<file path="config.mk">
export PLATFORM = sky130hd
export DESIGN_NAME = fp32_norm_round
export DESIGN_NICKNAME = d
export VERILOG_FILES = /design/src/rtl/fp32nr_pkg.sv /design/src/rtl/fp32nr_lzc.sv /design/src/rtl/fp32nr_shr_jam.sv /design/src/rtl/fp32nr_round.sv /design/src/rtl/fp32_norm_round.sv
export SDC_FILE = /design/constraint.sdc
export NUM_CORES = 1
export LEC_CHECK = 0
export ABC_AREA = 1
export ABC_CLOCK_PERIOD_IN_PS = 21300
export BUFFER_PORTS_ARGS = -buffer_cell sky130_fd_sc_hd__buf_4
export CORE_ASPECT_RATIO = 1.25
export CORE_UTILIZATION = 56
export CTS_CLUSTER_SIZE = 14
export DETAILED_ROUTE_END_ITERATION = 10
export PLACE_DENSITY = 0.85
export SLEW_MARGIN = 30
export SYNTH_ARGS = -nofsm -noshare
export SYNTH_HDL_FRONTEND = slang
export SYNTH_HIERARCHICAL = 1
export SYNTH_SLANG_ARGS = --single-unit
</file>
<file path="constraint.sdc">
create_clock -name clk -period 21.3 [get_ports clk]
set_input_delay 2.13 -clock clk [delete_from_list [all_inputs] [get_ports clk]]
set_output_delay 2.13 -clock clk [all_outputs]
set_load 0.02 [all_outputs]
</file>
<file path="src/rtl/fp32nr_pkg.sv">
package fp32nr_pkg;
  typedef enum logic [1:0] {
    RM_NEAR = 2'd0,
    RM_UP   = 2'd1,
    RM_DOWN = 2'd2,
    RM_ZERO = 2'd3
  } rmode_e;

  localparam int MANT_W   = 23;
  localparam int FIELD_W  = 8;
  localparam int FLAG_W   = 4;
  localparam int FL_OVF   = 3;
  localparam int FL_UNF   = 2;
  localparam int FL_INX   = 1;
  localparam int FL_INV   = 0;
endpackage

</file>
<file path="src/rtl/fp32nr_lzc.sv">
module fp32nr_lzc #(
  parameter int W  = 32,
  localparam int CW = $clog2(W)
) (
  input  logic [W-1:0]  d,
  output logic [CW-1:0] cnt
);
  always_comb begin
    cnt = '0;
    for (int i = 0; i < W; i++) begin
      if (d[i]) cnt = CW'(W - 1 - i);
    end
  end
endmodule

</file>
<file path="src/rtl/fp32nr_shr_jam.sv">
module fp32nr_shr_jam #(
  parameter int W   = 32,
  localparam int AW = $clog2(W) + 1
) (
  input  logic [W-1:0]  d,
  input  logic [AW-1:0] amt,
  output logic [W-1:0]  q
);
  logic [W-1:0] kept;
  logic [W-1:0] drop_mask;
  logic         lost;

  always_comb begin
    kept      = d >> amt;
    drop_mask = ~({W{1'b1}} << amt);
    lost      = |(d & drop_mask);
    q         = kept | {{(W-1){1'b0}}, lost};
  end
endmodule

</file>
<file path="src/rtl/fp32nr_round.sv">
module fp32nr_round
  import fp32nr_pkg::*;
#(
  parameter int W   = 32,
  localparam int G  = W - MANT_W - 1,
  localparam int MW = W - G
) (
  input  logic          sign,
  input  rmode_e        rmode,
  input  logic [W-1:0]  sig,
  output logic [MW-1:0] mant,
  output logic          carry,
  output logic          top_set,
  output logic          inexact,
  output logic          up_allowed
);
  logic          half, below, lsb, bump;
  logic [MW:0]   sum;

  always_comb begin
    half    = sig[G-1];
    below   = |sig[G-2:0];
    lsb     = sig[G];
    inexact = half | below;
    up_allowed = (rmode == RM_NEAR) ||
                 (rmode == RM_UP   && !sign) ||
                 (rmode == RM_DOWN &&  sign);
    unique case (rmode)
      RM_NEAR: bump = half & (below | lsb);
      RM_ZERO: bump = 1'b0;
      default: bump = inexact & up_allowed;
    endcase
    sum     = {1'b0, sig[W-1:G]} + (MW+1)'(bump);
    carry   = sum[MW];
    mant    = carry ? sum[MW:1] : sum[MW-1:0];
    top_set = carry | sum[MW-1];
  end
endmodule

</file>
<file path="src/rtl/fp32_norm_round.sv">
module fp32_norm_round
  import fp32nr_pkg::*;
#(
  parameter int EXP_W = 10,
  parameter int SIG_W = 32,
  localparam int IW   = EXP_W + 2,
  localparam int LZW  = $clog2(SIG_W),
  localparam int SAW  = $clog2(SIG_W) + 1,
  localparam int G    = SIG_W - MANT_W - 1,
  localparam int MW   = SIG_W - G
) (
  input  logic                    clk,
  input  logic                    rst,
  input  logic                    in_valid,
  input  logic                    in_sign,
  input  logic signed [EXP_W-1:0] in_exp,
  input  logic [SIG_W-1:0]        in_sig,
  input  logic [1:0]              in_rmode,
  input  logic [FLAG_W-1:0]       in_exc,
  output logic                    out_valid,
  output logic [31:0]             out_word,
  output logic [FLAG_W-1:0]       out_flags
);
  localparam logic signed [IW-1:0] SPECIAL_E = IW'(255);
  localparam logic signed [IW-1:0] OVF_E     = IW'(254);
  localparam logic signed [IW-1:0] SIG_W_S   = IW'(SIG_W);

  logic signed [IW-1:0] e_ext, e_norm, neg_e, e_pre, e_post;
  logic [LZW-1:0]       lz;
  logic [SIG_W-1:0]     nsig, dsig;
  logic [SAW-1:0]       amt;
  logic                 is_special, is_zero, tiny, ovf, unf;
  logic [MW-1:0]        mant;
  logic                 carry, top_set, inexact, up_ok;
  logic [FIELD_W-1:0]   field;
  logic [31:0]          word_d;
  logic [FLAG_W-1:0]    flags_d;

  fp32nr_lzc #(.W(SIG_W)) u_lzc (.d(in_sig), .cnt(lz));

  always_comb begin
    e_ext      = IW'(in_exp);
    is_zero    = (in_sig == '0);
    is_special = (e_ext == SPECIAL_E) && (is_zero || (in_exc != '0));
    nsig       = in_sig << lz;
    e_norm     = e_ext - $signed({{(IW-LZW){1'b0}}, lz});
    tiny       = e_norm[IW-1];
    neg_e      = -e_norm;
    if (!tiny)                amt = '0;
    else if (neg_e > SIG_W_S) amt = SAW'(SIG_W);
    else                      amt = neg_e[SAW-1:0];
    e_pre      = tiny ? '0 : e_norm;
  end

  fp32nr_shr_jam #(.W(SIG_W)) u_shr (.d(nsig), .amt(amt), .q(dsig));

  fp32nr_round #(.W(SIG_W)) u_rnd (
    .sign(in_sign), .rmode(rmode_e'(in_rmode)), .sig(dsig),
    .mant(mant), .carry(carry), .top_set(top_set),
    .inexact(inexact), .up_allowed(up_ok)
  );

  always_comb begin
    e_post = e_pre + $signed({{(IW-1){1'b0}}, carry});
    ovf    = (e_post >= OVF_E);
    unf    = tiny && inexact && !top_set;
    field  = e_post[FIELD_W-1:0] + {{(FIELD_W-1){1'b0}}, mant[MW-1]};
    if (is_special) begin
      word_d  = {in_sign, 8'hFF, in_sig[SIG_W-3 -: MANT_W]};
      flags_d = in_exc;
    end else if (is_zero) begin
      word_d  = {in_sign, 31'd0};
      flags_d = in_exc;
    end else if (ovf) begin
      word_d  = up_ok ? {in_sign, 8'hFF, 23'd0} : {in_sign, 8'hFE, 23'h7FFFFF};
      flags_d = in_exc | 4'b1010;
    end else begin
      word_d  = {in_sign, field, mant[MANT_W-1:0]};
      flags_d = in_exc | {1'b0, unf, inexact, 1'b0};
    end
  end

  always_ff @(posedge clk) begin
    if (rst) begin
      out_valid <= 1'b0;
      out_word  <= '0;
      out_flags <= '0;
    end else begin
      out_valid <= in_valid;
      if (in_valid) begin
        out_word  <= word_d;
        out_flags <= flags_d;
      end
    end
  end
endmodule

</file>
== Yosys cells after proc, flatten, opt, wreduce, memory -nomap -nowiden ==
Index checks and enable logic that the tools add are counted.
W data, S select, Z words.
Word-level totals
  bits of input ports: 52
  output and inout port bits: 37
  bits in registers: 37
Operators by class
  multiplexer cells: 44
  reduce and logical (&&, ||, !) cells: 15
  shifts and indexed selects: 3
  $add $sub $neg: 5
  eq/ne operators: 4
  bitwise operators: 9
  $lt $le $gt $ge: 2
Operators with widths (count)
  $mux W5: 32
  $mux W31: 3
  $mux W24: 2
  $and A32 B32 Y32: 1
  $logic_not A32 Y1: 1
  $not A32 Y32: 1
  $or A32 B1 Y32: 1
  $reduce_or A32 Y1: 1
  $shl A32 B5 Y32: 1
  $shl A32 B6 Y32 const A: 1
  $shr A32 B6 Y32: 1
  $add A24 B1 Y25: 1
  $add A11 B1 Y12: 1
  $ge A12 B9 Y1 const B: 1
  $gt A12 B7 Y1 const B: 1
  $mux W4: 3
  $mux W6: 2
  $neg A11 Y12: 1
  $mux W11: 1
  $sub A10 B6 Y11: 1
  $eq A10 B9 Y1 const B: 1
  $add A8 B1 Y8: 1
  $reduce_or A7 Y1: 1
  $logic_and A1 B1 Y1: 5
  10 further kinds: 17

== Logic depth before layout (Yosys ltp) ==
  word-level depth: 54
  gate-level depth with buffers: 86
  mapped depth without buffers: 85

== Modules after synthesis ==
Netlist, hierarchy kept.
Modules (own cells, without submodules)
  fp32_norm_round: sequential area each 740.7 sq um, times used 1, area each 4549.4 sq um, cells each 777
  fp32nr_shr_jam: sequential area each 0.0 sq um, times used 1, area each 2148.3 sq um, cells each 472
  fp32nr_round: sequential area each 0.0 sq um, times used 1, area each 1003.5 sq um, cells each 190
  fp32nr_lzc: sequential area each 0.0 sq um, times used 1, area each 432.9 sq um, cells each 102

== Least setup slack after synthesis ==
No wires, ideal clock.
  kind: input port to flip-flop
  start point: in in_sig[1]
  end point: reg out_word[18]
  stages: 80
  arrival: 9613 ps
  slack: 11567 ps
  buffers on the path: 3
  path through: inv_1 > nand2_1 > nand2_1 > nand2_1 > nand2_1 > nand2_1 > nand2_1 > nand2_1 > nand2_1 > nand2_1 > nand2_1 > nand2_1 > nand2_1 > nand2_1 > nand2_1 > nand2_1 > nand2_1 > nand2_1 > (+44 left out) > nand3_2 > nor2_1 > nand2_1 > inv_1 > ha_1 > ha_1 > nand4_2 > nor2_2 > nor2_1 > nor2_4 > nand2_1 > nor2_1 > nand2_2 > nand2_4 > nand2_4 > buf_8 > nand3_2 > a21oi_1
On the way
  elaborated cells between the ends (all ways): 60
  those cells by class: 4 x add/sub; 2 x order compare; 3 x shift; 39 x mux; 7 x bitwise; 5 x reduce/logical
RTL lines
  from (decl): RTL line fp32_norm_round.sv:17  | input logic [SIG_W-1:0] in_sig,
  $mux W5 (*) (31 in a row): RTL line fp32nr_lzc.sv:11  | if (d[i]) cnt = CW'(W - 1 - i);
  named net lz[0]: RTL line fp32_norm_round.sv:29  | logic [LZW-1:0] lz;
  $sub A10 B6 Y11 (*): RTL line fp32_norm_round.sv:46  | e_norm = e_ext - $signed({{(IW-LZW){1'b0}}, lz});
  $neg A11 Y12: RTL line fp32_norm_round.sv:48  | neg_e = -e_norm;
  $gt A12 B7 Y1: RTL line fp32_norm_round.sv:50  | else if (neg_e > SIG_W_S) amt = SAW'(SIG_W);
  $mux W6: RTL line fp32_norm_round.sv:50
  $mux W6 (*): RTL line fp32_norm_round.sv:49  | if (!tiny) amt = '0;
  named net amt[0]: RTL line fp32_norm_round.sv:31  | logic [SAW-1:0] amt;
  (+2 left out)
  named net dsig[1]: RTL line fp32_norm_round.sv:30  | logic [SIG_W-1:0] nsig, dsig;
  (+2 left out)
  named net inexact: RTL line fp32_norm_round.sv:34  | logic carry, top_set, inexact, up_ok;
  (+1 left out)
  $pmux W1 S2 (*): RTL line fp32nr_round.sv:28  | unique case (rmode)
  $add A24 B1 Y25 (*): RTL line fp32nr_round.sv:33  | sum = {1'b0, sig[W-1:G]} + (MW+1)'(bump);
  named net carry: RTL line fp32_norm_round.sv:34
  $add A11 B1 Y12: RTL line fp32_norm_round.sv:64  | e_post = e_pre + $signed({{(IW-1){1'b0}}, carry});
  $ge A12 B9 Y1: RTL line fp32_norm_round.sv:65  | ovf = (e_post >= OVF_E);
  $mux W31 (*): RTL line fp32_norm_round.sv:74  | end else if (ovf) begin
  $mux W31 (*): RTL line fp32_norm_round.sv:71  | end else if (is_zero) begin
  $mux W31 (*): RTL line fp32_norm_round.sv:68  | if (is_special) begin
  to (signal assigned): RTL line fp32_norm_round.sv:91  | out_word <= word_d;
  to (decl): RTL line fp32_norm_round.sv:21  | output logic [31:0] out_word,
Mark *: on every way through the listed nets, which the timed path passes. The rest lies on a longest branch.
A chain may end at the register's enable or synchronous reset.

== Final worst setup path ==
  start point: in in_sig[2]
  end point: reg out_word[23]
On the way
  elaborated cells between the ends (all ways): 60
  those cells by class: 5 x add/sub; 2 x order compare; 3 x shift; 38 x mux; 7 x bitwise; 5 x reduce/logical
RTL lines (RTL line)
  $mux W5 (*) (30 in a row): fp32nr_lzc.sv:11
  named net lz[1]: fp32_norm_round.sv:29
  $sub A10 B6 Y11 (*): fp32_norm_round.sv:46
  $neg A11 Y12: fp32_norm_round.sv:48
  $gt A12 B7 Y1: fp32_norm_round.sv:50
  $mux W6: fp32_norm_round.sv:50
  $mux W6 (*): fp32_norm_round.sv:49
  named net amt[0]: fp32_norm_round.sv:31
  (+2 left out)
  named net dsig[3]: fp32_norm_round.sv:30
  (+2 left out)
  named net inexact: fp32_norm_round.sv:34
  (+1 left out)
  $pmux W1 S2 (*): fp32nr_round.sv:28
  $add A24 B1 Y25 (*): fp32nr_round.sv:33
  named net carry: fp32_norm_round.sv:34
  $add A11 B1 Y12 / $mux W24 (equally long branches): fp32_norm_round.sv:64, fp32nr_round.sv:35
  $ge A12 B9 Y1 / $add A8 B1 Y8 (equally long branches): fp32_norm_round.sv:65, fp32_norm_round.sv:67
  $mux W31 (*): fp32_norm_round.sv:74
  $mux W31 (*): fp32_norm_round.sv:71
  $mux W31 (*): fp32_norm_round.sv:68
Marked as above.

==> flow_summary.toml <==
[run_status]
status = "finished clean"

[logic_synthesis]
yosys.cell_types.count = 53
synth-seq-cells = 37
syn_area_sq_um = 8130
synthDominantCellAreaShare_pct = 19.9
synth-edff-count = 0
synth_cells = 1541
ys_seq_area_share_pct = 9.11
ys_top_cells_by_area = "nand2_1 (20%), o21ai_0 (11%), nand3_1 (11%), dfxtp_1 (9.1%), inv_1 (7.8%)"
synth_warnings = 6
yosys-top-cells-count = "nand2_1 (431), o21ai_0 (184), nand3_1 (175), inv_1 (169), nor2_1 (153)"
synth_nets = 1608
synth_flop_cell = "dfxtp_1"
syn_avg_cell_area_sq_um = 5.28
async_reset_ff_share_pct = 0
yosysTopAreaCell = "nand2_1"
synth.most_common_cell = "nand2_1"

[timing]
slew_violations = 0
hold_viol = 0
rsz0062_at_grt = "false"
setup_viol = 0
clock_skew_ns = 0
max_freq_ghz = 0.0817
slew_headroom_pct = 40.7
tightest_slew_ns = 0.889
setup-tns-final_ns = 0
finalCriticalPeriod_ns = 12.24
min_period_over_period_pct = 57.4

[worst_setup_path]
worstSetupStartpointType = "primary input"
max_stage_delay_ns = 0.81
cp_max_fo = 38
crit_slowest_cell = "clkinv_1"
worstPathArrival_ns = 12.39
critical-path-top-delay-family = "simple AND/OR/NAND/NOR gates"
cp.required_ns = 21.46
setup.worst_path.end_class = "flip-flop"
cp_common_cell = "nand3_1"
criticalPathCategory = "in2reg"
r2r_setup_slack_ns = 20.55
regToRegEndpoint = "out_word[4]$_SDFFE_PP0P_"
r2r_cells = 2
r2r-start = "out_word[4]$_SDFFE_PP0P_"
path_buf_inv = 8

[place]
io_buffer_count = 88
gp_congestion = 1.05
hpwl_um = 24200

[global_route]
track_usage_pct = 40.2
grt-ovfl-total = 0
grt_pass1_vias = 9003
grt_pass1_wl_um = 46500
antenna_found_initial = 0
grt_max_degree = 61

[cts]
clock_latency_ns = 0.28
cts_resized = 0
cts_hold_buf = 0
cts_htree_levels = 2
postCtsSetupBuffers = 0
numCtsBuffers = 5
clkTransAtPathRegs_ns = 0.06
cts_root_buf = "clkbuf_16"
clockBufferDepth = 2
cts_tree = "built"
clock_sinks = 37

[route]
vias_per_cell = 6.03
drtIter0Drc = 1116
ant_nets = 0
routed_wl_um = 30600
drcViolationCount = 0
wire_per_inst_um = 17.5
dr.pass1.iters = 10
vias = 10600

[worst_hold_path]
holdPathStages = 2
holdCritPathClass = "reg2reg"
hold_path.startpoint = "out_word[31]$_SDFFE_PP0P_"
min_to = "out_word[31]$_SDFFE_PP0P_"

[pwr]
p_leak_nw = 4.68
power_density_nw_per_um2 = 41.0
ir_worst_vdd_mv = 0.0580

[floorplan]
io_pins = 89
rows = 48
die-area_sq_um = 15000
core_area_sq_um = 14000
die_width_um = 110
dieHeight_um = 137
initial_core_util_pct = 58.1

[cells_and_area]
num_antenna_cells = 0
drive_above_1_share_pct = 13.1
final_util_pct = 63.9
syn_to_final_growth_pct = 9.91
final_nets = 1644

[job]
cap_violations = 0
[kinds of logic (layout without fill, tap and decap cells)]
family | Yosys count | after routing | share of synthesized area (%)
fa+ha+maj | 15 | 15 | 2.40
flops | 37 | 37 | 9.11
simple gates | 907 | 907 | 51.7
buf+inv | 256 | 293 | 13.0
mux | 27 | 27 | 3.32
xor+xnor | 19 | 19 | 2.14
compound gates | 280 | 280 | 18.3
[area by class of cell]
cell class                 instances  area (sq um)
clock inverter                     3          21.3
sequential                        37           741
inverter                         180           676
clock buffer                       5           125
tap                              175           219
timing repair buffer             105           788
multi-input combinational       1248          6370
fill                            1485          5050
[how the worst max path moves through the flow]
| stage | from | endpoint | slack [ns] | depth (start not counted) |
|---|---|---|---|---|
| global placement | in_sig[1] | out_word[23]$_SDFFE_PP0P_ | 9.64 | 81 |
| detailed placement | in_sig[2] | out_word[23]$_SDFFE_PP0P_ | 9.29 | 63 |
| global route | in_sig[2] | out_word[13]$_SDFFE_PP0P_ | 8.10 | 62 |
| CTS | in_sig[2] | out_word[23]$_SDFFE_PP0P_ | 9.56 | 63 |
| finish | in_sig[2] | out_word[23]$_SDFFE_PP0P_ | 9.06 | 62 |
| floorplan | in_sig[1] | out_word[18]$_SDFFE_PP0P_ | 11.57 | 80 |
[per-stage QoR]
step	cell area (sq um)	cells	worst slack (ns)	power (mW)	hold slack, ns
floorplan	8130	1541	11.57	0.217	0.591
finish	8940	1753	9.06	0.366	0.508
detailed placement	8790	1745	9.29	0.285	0.505
global route	8940	1753	8.10	0.388	0.552
CTS	8940	1753	9.56	0.360	0.520
global placement	8790	1745	9.64	0.284	0.483
[where the power goes]
| part | switching [mW] | leakage, nW | internal (mW) |
|---|---|---|---|
| clock network | 0.0316 | 0.0702 | 0.0436 |
| logic | 0.142 | 4.30 | 0.0704 |
| registers | 0.00365 | 0.307 | 0.0750 |
| total | 0.178 | 4.68 | 0.189 |
[metal layers]
metal	global-route usage (%)	share of wire (%)
met5	0	0
met4	27.0	7.3
met1	46.3	37
met2	68.2	47
met3	5.67	8.5
[worst register-to-register path, delay by kind of cell, from the launching register on]
family / cells / cell delay, ns
AO/OA/AOI/OAI: 2 / 0.33
flip-flops: 1 / 0.34
[layout by cell type (no fill, tap or decap), types with 4 or more instances in the layout]
cell / Yosys / final
nor2_1: 153 / 151
nand3_1: 175 / 175
dfxtp_1: 37 / 37
clkbuf_16: 0 / 5
nor3_2: 2 / 5
nand3_2: 19 / 19
o211ai_1: 9 / 9
nand2_2: 11 / 11
o311ai_0: 4 / 4
nor2_4: 8 / 8
xor2_1: 11 / 11
inv_2: 9 / 9
mux2i_1: 27 / 27
o21ai_1: 4 / 4
a21oi_1: 58 / 58
xnor2_1: 7 / 7
buf_4: 8 / 105
inv_1: 169 / 168
ha_1: 14 / 14
nand4_1: 11 / 11
a31oi_1: 5 / 4
nor3_1: 11 / 8
nand3b_1: 29 / 29
or2_2: 12 / 12
nor4_1: 14 / 14
nand2_4: 6 / 6
o21ai_0: 184 / 184
nor2_2: 12 / 14
nand2_1: 431 / 431
o22ai_1: 4 / 4
[registers in the layout, indices dropped and copies added (netlist names)]
register   flops
out_word      32
out_flags      4
out_valid      1
Note: power is estimated with default switching activity, not from simulation.
